$ cat config.mk
export PLATFORM = sky130hd
export DESIGN_NAME = cmd_serial_port
export DESIGN_NICKNAME = d
export VERILOG_FILES = /design/src/rtl/csp_pkg.sv /design/src/rtl/csp_sync.sv /design/src/rtl/csp_frame_ctrl.sv /design/src/rtl/csp_ready.sv /design/src/rtl/cmd_serial_port.sv
export SDC_FILE = /design/constraint.sdc
export NUM_CORES = 1
export LEC_CHECK = 0
export BUFFER_PORTS_ARGS = -buffer_cell sky130_fd_sc_hd__buf_2
export CAP_MARGIN = 10
export CORE_AREA = 5 5 105 107
export CTS_BUF_LIST = sky130_fd_sc_hd__clkbuf_8
export CTS_CLUSTER_SIZE = 24
export DETAILED_ROUTE_END_ITERATION = 6
export DIE_AREA = 0 0 110 112
export PLACE_DENSITY = 0.62
export SKIP_LAST_GASP = 1
export SYNTH_ARGS = -nofsm -noshare
export SYNTH_HDL_FRONTEND = slang
export SYNTH_HIERARCHICAL = 1
export SYNTH_SLANG_ARGS = --single-unit
$ cat constraint.sdc
create_clock -name clk -period 2.25 [get_ports clk]
set_input_delay 0.45 -clock clk [delete_from_list [all_inputs] [get_ports clk]]
set_output_delay 0.45 -clock clk [all_outputs]
set_load 0.1 [all_outputs]
$ cat src/rtl/csp_pkg.sv
// Package: shared phase type and command-byte field positions for the
// command-prefixed serial register port.
package csp_pkg;

    // Frame phase of the port
    typedef enum logic [1:0] {
        PH_CMD = 2'd0,   // waiting for / shifting a command byte
        PH_WR  = 2'd1,   // shifting in a register word
        PH_RD  = 2'd2    // shifting out a register word
    } phase_t;

    localparam int CMD_BITS    = 8;
    localparam int CMD_HALT_B  = 7;   // must be zero for a valid command
    localparam int CMD_RD_B    = 6;   // 1 = read, 0 = write
    localparam int CMD_ADDR_LO = 3;   // address field lowest bit
    localparam int ADDR_W      = 3;   // address field width (bits 5:3)

endpackage

$ cat src/rtl/csp_sync.sv
// Module: csp_sync
// Brings the asynchronous bus lines (serial clock, select, data in) into the
// system clock domain through a STAGES-deep flop chain and derives one-cycle
// rising/falling strobes for the serial clock.
// Assumes: the serial clock half period spans well over STAGES+1 system clocks.
module csp_sync #(
    parameter int STAGES = 2
) (
    input  logic clk,
    input  logic rst_n,
    input  logic sclk_i,
    input  logic cs_n_i,
    input  logic din_i,
    output logic sclk_rise,
    output logic sclk_fall,
    output logic cs_n_s,
    output logic din_s
);
    localparam int LANES = 3;                        // {din, cs_n, sclk}
    localparam logic [LANES-1:0] IDLE_LVL = 3'b011;  // bus idle levels

    logic [STAGES-1:0][LANES-1:0] pipe;
    logic                         sclk_prev;

    // Synchronizer chain for the three lanes
    always_ff @(posedge clk) begin
        if (!rst_n) begin
            for (int s = 0; s < STAGES; s++) pipe[s] <= IDLE_LVL;
        end else begin
            pipe[0] <= {din_i, cs_n_i, sclk_i};
            for (int s = 1; s < STAGES; s++) pipe[s] <= pipe[s-1];
        end
    end

    // Previous synchronized serial clock for edge detection
    always_ff @(posedge clk) begin
        if (!rst_n) sclk_prev <= 1'b1;
        else        sclk_prev <= pipe[STAGES-1][0];
    end

    assign sclk_rise = pipe[STAGES-1][0] & ~sclk_prev;
    assign sclk_fall = ~pipe[STAGES-1][0] & sclk_prev;
    assign cs_n_s    = pipe[STAGES-1][1];
    assign din_s     = pipe[STAGES-1][2];

endmodule

$ cat src/rtl/csp_frame_ctrl.sv
// Module: csp_frame_ctrl
// Frame sequencer: decodes the command byte, shifts register words in or out,
// issues register-file strobes and flags a completed data-register read.
// Assumes: synchronized inputs from csp_sync; rf_rdata valid one cycle after
// rf_addr changes; cont_read changes only while the port is idle.
module csp_frame_ctrl
    import csp_pkg::*;
#(
    parameter int DATA_W    = 24,
    parameter int DATA_ADDR = 3
) (
    input  logic              clk,
    input  logic              rst_n,
    input  logic              sclk_rise,
    input  logic              sclk_fall,
    input  logic              cs_n_s,
    input  logic              din_s,
    input  logic              cont_read,
    input  logic              ready,
    output logic [ADDR_W-1:0] rf_addr,
    output logic              rf_wr_en,
    output logic [DATA_W-1:0] rf_wdata,
    output logic              rf_rd_en,
    input  logic [DATA_W-1:0] rf_rdata,
    output logic              rd_done,
    output logic              drv_data,
    output logic              out_bit
);
    localparam int CNT_W = $clog2(DATA_W);
    localparam logic [CNT_W-1:0]  CMD_LAST  = CNT_W'(CMD_BITS - 1);
    localparam logic [CNT_W-1:0]  WORD_LAST = CNT_W'(DATA_W - 1);
    localparam logic [ADDR_W-1:0] DAT_ADDR  = ADDR_W'(DATA_ADDR);

    phase_t              phase;
    logic [CNT_W-1:0]    cnt;
    logic [DATA_W-2:0]   sh_in;
    logic [DATA_W-1:0]   sh_out;
    logic                load_pend;
    logic [ADDR_W-1:0]   addr_q;

    // Fields of the byte completing on this rising edge
    logic                cmd_halt;
    logic                cmd_rd;
    logic [ADDR_W-1:0]   cmd_addr;
    assign cmd_halt = sh_in[CMD_HALT_B-1];
    assign cmd_rd   = sh_in[CMD_RD_B-1];
    assign cmd_addr = sh_in[CMD_ADDR_LO+ADDR_W-2 -: ADDR_W];

    assign rf_addr = addr_q;

    // Frame sequencing, shifting and register-file strobes
    always_ff @(posedge clk) begin
        if (!rst_n) begin
            phase     <= PH_CMD;
            cnt       <= '0;
            sh_in     <= '0;
            sh_out    <= '0;
            load_pend <= 1'b0;
            addr_q    <= '0;
            rf_wr_en  <= 1'b0;
            rf_rd_en  <= 1'b0;
            rf_wdata  <= '0;
            rd_done   <= 1'b0;
            drv_data  <= 1'b0;
            out_bit   <= 1'b1;
        end else begin
            rf_wr_en <= 1'b0;
            rf_rd_en <= 1'b0;
            rd_done  <= 1'b0;
            if (phase == PH_CMD && cont_read) addr_q <= DAT_ADDR;
            if (cs_n_s) begin
                phase     <= PH_CMD;
                cnt       <= '0;
                load_pend <= 1'b0;
                drv_data  <= 1'b0;
            end else begin
                case (phase)
                    PH_CMD: begin
                        if (cont_read) begin
                            if (sclk_fall && ready) begin
                                out_bit  <= rf_rdata[DATA_W-1];
                                sh_out   <= {rf_rdata[DATA_W-2:0], 1'b0};
                                drv_data <= 1'b1;
                                rf_rd_en <= 1'b1;
                                cnt      <= '0;
                                phase    <= PH_RD;
                            end
                        end else if (sclk_rise) begin
                            sh_in <= {sh_in[DATA_W-3:0], din_s};
                            if (cnt == CMD_LAST) begin
                                cnt <= '0;
                                if (!cmd_halt) begin
                                    addr_q    <= cmd_addr;
                                    phase     <= cmd_rd ? PH_RD : PH_WR;
                                    load_pend <= cmd_rd;
                                end
                            end else begin
                                cnt <= cnt + 1'b1;
                            end
                        end
                    end
                    PH_WR: begin
                        if (sclk_rise) begin
                            sh_in <= {sh_in[DATA_W-3:0], din_s};
                            if (cnt == WORD_LAST) begin
                                rf_wr_en <= 1'b1;
                                rf_wdata <= {sh_in, din_s};
                                cnt      <= '0;
                                phase    <= PH_CMD;
                            end else begin
                                cnt <= cnt + 1'b1;
                            end
                        end
                    end
                    PH_RD: begin
                        if (load_pend) begin
                            sh_out    <= rf_rdata;
                            rf_rd_en  <= 1'b1;
                            load_pend <= 1'b0;
                        end else begin
                            if (sclk_fall) begin
                                out_bit  <= sh_out[DATA_W-1];
                                sh_out   <= {sh_out[DATA_W-2:0], 1'b0};
                                drv_data <= 1'b1;
                            end
                            if (sclk_rise) begin
                                if (cnt == WORD_LAST) begin
                                    cnt      <= '0;
                                    phase    <= PH_CMD;
                                    drv_data <= 1'b0;
                                    rd_done  <= (addr_q == DAT_ADDR);
                                end else begin
                                    cnt <= cnt + 1'b1;
                                end
                            end
                        end
                    end
                    default: phase <= PH_CMD;
                endcase
            end
        end
    end

endmodule

$ cat src/rtl/csp_ready.sv
// Module: csp_ready
// Holds the result-ready flag: set by a new result, cleared by a completed
// data-register read; a new result in the same cycle wins.
// Assumes: both inputs are single-cycle pulses in the system clock domain.
module csp_ready (
    input  logic clk,
    input  logic rst_n,
    input  logic new_result,
    input  logic rd_done,
    output logic ready
);
    // Ready flag update with set priority
    always_ff @(posedge clk) begin
        if (!rst_n)          ready <= 1'b0;
        else if (new_result) ready <= 1'b1;
        else if (rd_done)    ready <= 1'b0;
    end

endmodule

$ cat src/rtl/cmd_serial_port.sv
// Module: cmd_serial_port (top)
// Device-side serial register port: command byte then data word, with the
// output line doubling as an active-low result-ready flag.
// Assumes: serial clock idles high and runs far below the system clock.
module cmd_serial_port
    import csp_pkg::*;
#(
    parameter int DATA_W      = 24,
    parameter int DATA_ADDR   = 3,
    parameter int SYNC_STAGES = 2
) (
    input  logic              clk,
    input  logic              rst_n,
    input  logic              cs_n,
    input  logic              sclk,
    input  logic              din,
    output logic              dout_rdy_n,
    output logic              dout_oe,
    input  logic              cont_read,
    input  logic              new_result,
    output logic [2:0]        rf_addr,
    output logic              rf_wr_en,
    output logic [DATA_W-1:0] rf_wdata,
    output logic              rf_rd_en,
    input  logic [DATA_W-1:0] rf_rdata
);
    logic sclk_rise, sclk_fall, cs_n_s, din_s;
    logic ready_q, rd_done, drv_data, out_bit;

    csp_sync #(.STAGES(SYNC_STAGES)) u_sync (
        .clk       (clk),
        .rst_n     (rst_n),
        .sclk_i    (sclk),
        .cs_n_i    (cs_n),
        .din_i     (din),
        .sclk_rise (sclk_rise),
        .sclk_fall (sclk_fall),
        .cs_n_s    (cs_n_s),
        .din_s     (din_s)
    );

    csp_frame_ctrl #(.DATA_W(DATA_W), .DATA_ADDR(DATA_ADDR)) u_ctrl (
        .clk       (clk),
        .rst_n     (rst_n),
        .sclk_rise (sclk_rise),
        .sclk_fall (sclk_fall),
        .cs_n_s    (cs_n_s),
        .din_s     (din_s),
        .cont_read (cont_read),
        .ready     (ready_q),
        .rf_addr   (rf_addr),
        .rf_wr_en  (rf_wr_en),
        .rf_wdata  (rf_wdata),
        .rf_rd_en  (rf_rd_en),
        .rf_rdata  (rf_rdata),
        .rd_done   (rd_done),
        .drv_data  (drv_data),
        .out_bit   (out_bit)
    );

    csp_ready u_ready (
        .clk        (clk),
        .rst_n      (rst_n),
        .new_result (new_result),
        .rd_done    (rd_done),
        .ready      (ready_q)
    );

    // Output line: data bit while shifting, else inverted ready flag
    always_comb begin
        if (cs_n_s)        dout_rdy_n = 1'b1;
        else if (drv_data) dout_rdy_n = out_bit;
        else               dout_rdy_n = ~ready_q;
    end

    assign dout_oe = ~cs_n_s;

endmodule

==> key figures <==
Pwr
  • LEAKAGE: 1.71 nW
  • Max IR drop VDD: 0.000385 V
  • Power Total: 0.00308 W
  • PD cells: just over 600 mW/mm^2

Placement
  • DP Cell Count: 678
  • Pre-CTS setup slack: just under 0.2 ns
  • Post-DP HPWL: 6.38 mm
  • Port Buf Inserts: 61
  • Routability cong.: 0.880
  • Post-DP Area: 0.00475 mm^2

Setup path
  • WS Path Type: reg -> out
  • CP cell instances: inv_1, o21ai_2, buf_2
  • Max FO, Critical Path: 9
  • Delay of the slowest critical-path stage: 0.56 ns
  • Critical path's top delay family: flip-flops
  • Critical path endpoint category: output pin
  • Critical path's slowest cell: dfxtp_1
  • Worst Setup Start Kind: flop
  • Buf/Inv on CP: 2
  • CP arrival: 1.55 ns
  • CP Data Required Time: 1.80 ns

Timing
  • RSZ-0062 raised after global routing: no
  • Final setup violating endpoints: 0
  • Count of pins over their slew limit: 0
  • Crit path time final: 2.00 ns
  • Tcrit/Tclk final: 0.888
  • Final WS setup: 0.252 ns
  • Setup TNS: 0 ns
  • Endpoints failing hold: 0
  • Worst slew margin: 0.328
  • Worst-Margin Slew: 1.01 ns
  • Skew final: 0.0150 ns
  • FMAX: between 500 and 600 MHz

Clock network
  • Cts hold-fix bufs: 0
  • Worst-path clk slew: 0.09 ns
  • Worst skew pair latency: 0.35 ns
  • CTS Root Cell: clkbuf_8
  • CTS tree: built
  • Sink Count: 95
  • Clock tree buffer depth: 2
  • Clock buffer count from CTS: 9
  • CTS H-tree depth: 3

Synthesis
  • Mapped Cells: 505
  • Post-synth EDFFs: 0
  • Mean Syn Cell Area: around 8.7 um^2
  • Async set-or-reset flop fraction in the synthesized netlist: 0
  • Top_reg_cell synth: dfxtp_1
  • Yosys warnings: 6
  • Syn_nets: roughly 540
  • Synthesized area: roughly 0.0044 mm^2
  • Post-synthesis sequential area ratio: 0.434
  • Post-synth cell types: 56
  • #FFs+latches synth: 95

Job
  • Max-cap violations: 0

Floorplanning
  • Die Span Y: between 100 and 150 um
  • Boundary Pins: 62
  • Die ar.: 0.0123 mm^2
  • Core area: 0.0100 mm^2
  • Initial Util: 0.436
  • Core Rows: 37
  • Die W: 110 um

Drt
  • Routed via count: 3622
  • Vias per inst: 5.22
  • Post-DRT Antenna Nets: 0
  • Drt pass-1 iters: 4
  • WL/cell: 13.8 um
  • # DRC: 0
  • Starting DRT DRC Count: 296
  • Routed wire length: 9.55 mm

Cells and area
  • Design area: 0.00498 mm^2
  • Diode count: 0
  • Final cell count without fillers: 694
  • NumNets Final: between 500 and 600
  • Share of cells above drive strength 1: 0.181
  • Fillcell total: 988
  • P&R area growth vs syn: 13.6%

Global routing
  • Largest net degree at the start of global routing: 53
  • GRT Total Usage: 0.158
  • First-pass GRT wire length: 16.0 mm
  • Grt ovf: 0
  • Antenna violations before repair: 0
  • Vias in the first global route: 3478

Hold path
  • Worst hold path class: in -> reg

Status
  • Status: completed
routing by layer:
metal  up-vias  track usage  routed length [um]
met3         6       0.0272                 516
li1       1833            -                   -
met5         -            0                   0
met2        77        0.254                4520
met4         0       0.0532                  60
met1      1706        0.211                4460
worst paths after layout:
path                            slack (ns)       startpoint              end  depth (start not counted)
worst min register to register        0.41   u_sync/pipe[1]    u_sync/cs_n_s                          1
worst max register to register        0.28  u_ctrl/phase[0]  u_ctrl/sh_in[3]                          5
worst max-delay path                  0.25    u_sync/cs_n_s       dout_rdy_n                          3
worst min-delay path                  0.28             cs_n   u_sync/pipe[1]                          2
cells in the mapped netlist (2+ instances only):
cell	count	area (um^2)
buf_4	6	45.0
nand2b_1	9	56.3
nand2_1	150	563
nand4_1	5	31.3
nand3_1	5	25.0
a21boi_0	48	360
a21oi_1	7	35.0
buf_2	13	65.1
dfxtp_1	95	1900
ha_1	5	62.6
clkbuf_1	14	52.6
a21boi_1	23	173
a211oi_1	3	22.5
nor2_1	6	22.5
o211ai_1	26	195
nand4b_1	2	17.5
and3b_1	2	17.5
buf_6	2	22.5
and2_1	4	25.0
and2b_1	2	15.0
nor2b_1	6	37.5
inv_1	5	18.8
nor3_1	6	30.0
mux2i_1	25	250
o21ai_0	5	25.0
sequential cells by signal, summed over array words and instances, names as in the netlist, 2 cells and up:
name             count
u_ctrl/phase         2
u_ctrl/cnt           5
u_ctrl/sh_out       24
u_ctrl/sh_in        23
u_ctrl/rf_addr       3
u_ctrl/rf_wdata     24
u_sync/pipe          4
per-stage QoR:
stage,utilization,hold slack [ns]
global route,0.495,0.280
CTS,0.495,0.264
detailed placement,0.473,0.395
global placement,0.473,0.388
floorplan,-,0.386
finish,0.495,0.278
cell families after synthesis:
family	share of synthesized area
and+or+nand+nor	0.216
AOI/OAI and AO/OA	0.227
DFF	0.434
buffers and inverters	0.0466
muxes	0.0597
adders and majority gates	0.0143
xor gates and xnor gates	0.00200
repair_timing:
item	CTS	global route
endpoints found under the hold margin	0	0
gates resized for setup	0	1
buffers inserted	0	0
setup endpoints to repair	0	2
final cells by class:
type	count	area, um^2	area share
inverters	5	18.8	0.00377
flip-flops and latches	95	1900	0.382
multi-input cells	370	2280	0.457
well taps	136	170	0.0342
clock inverters	7	97.6	0.0196
clock buffers	9	124	0.0249
repair buffers	72	388	0.0779
cells in the final DEF, fill, tap and decap left out, types with 2 or more instances in the layout:
cell,Yosys,final
a211oi_1,3,3
a21boi_0,48,48
a21boi_1,23,23
a21oi_1,7,7
and2_1,4,4
and2b_1,2,2
and3b_1,2,2
buf_2,13,61
buf_4,6,11
clkbuf_8,0,9
dfxtp_1,95,95
ha_1,5,5
inv_1,5,5
inv_8,0,3
mux2i_1,25,25
nand2_1,150,150
nand2b_1,9,9
nand3_1,5,5
nand4_1,5,5
nand4b_1,2,2
nor2_1,6,6
nor2b_1,6,6
nor3_1,6,6
o211ai_1,26,26
o21ai_0,5,5
power by group:
part           leakage (nW)  switching (W)  internal [W]
Clock                 0.113       0.000656      0.000553
Combinational         0.826       0.000103     0.0000654
Sequential            0.767     0.00000902       0.00169
Total                  1.71       0.000768       0.00231
No activity file was read; power rests on OpenSTA's default activity.
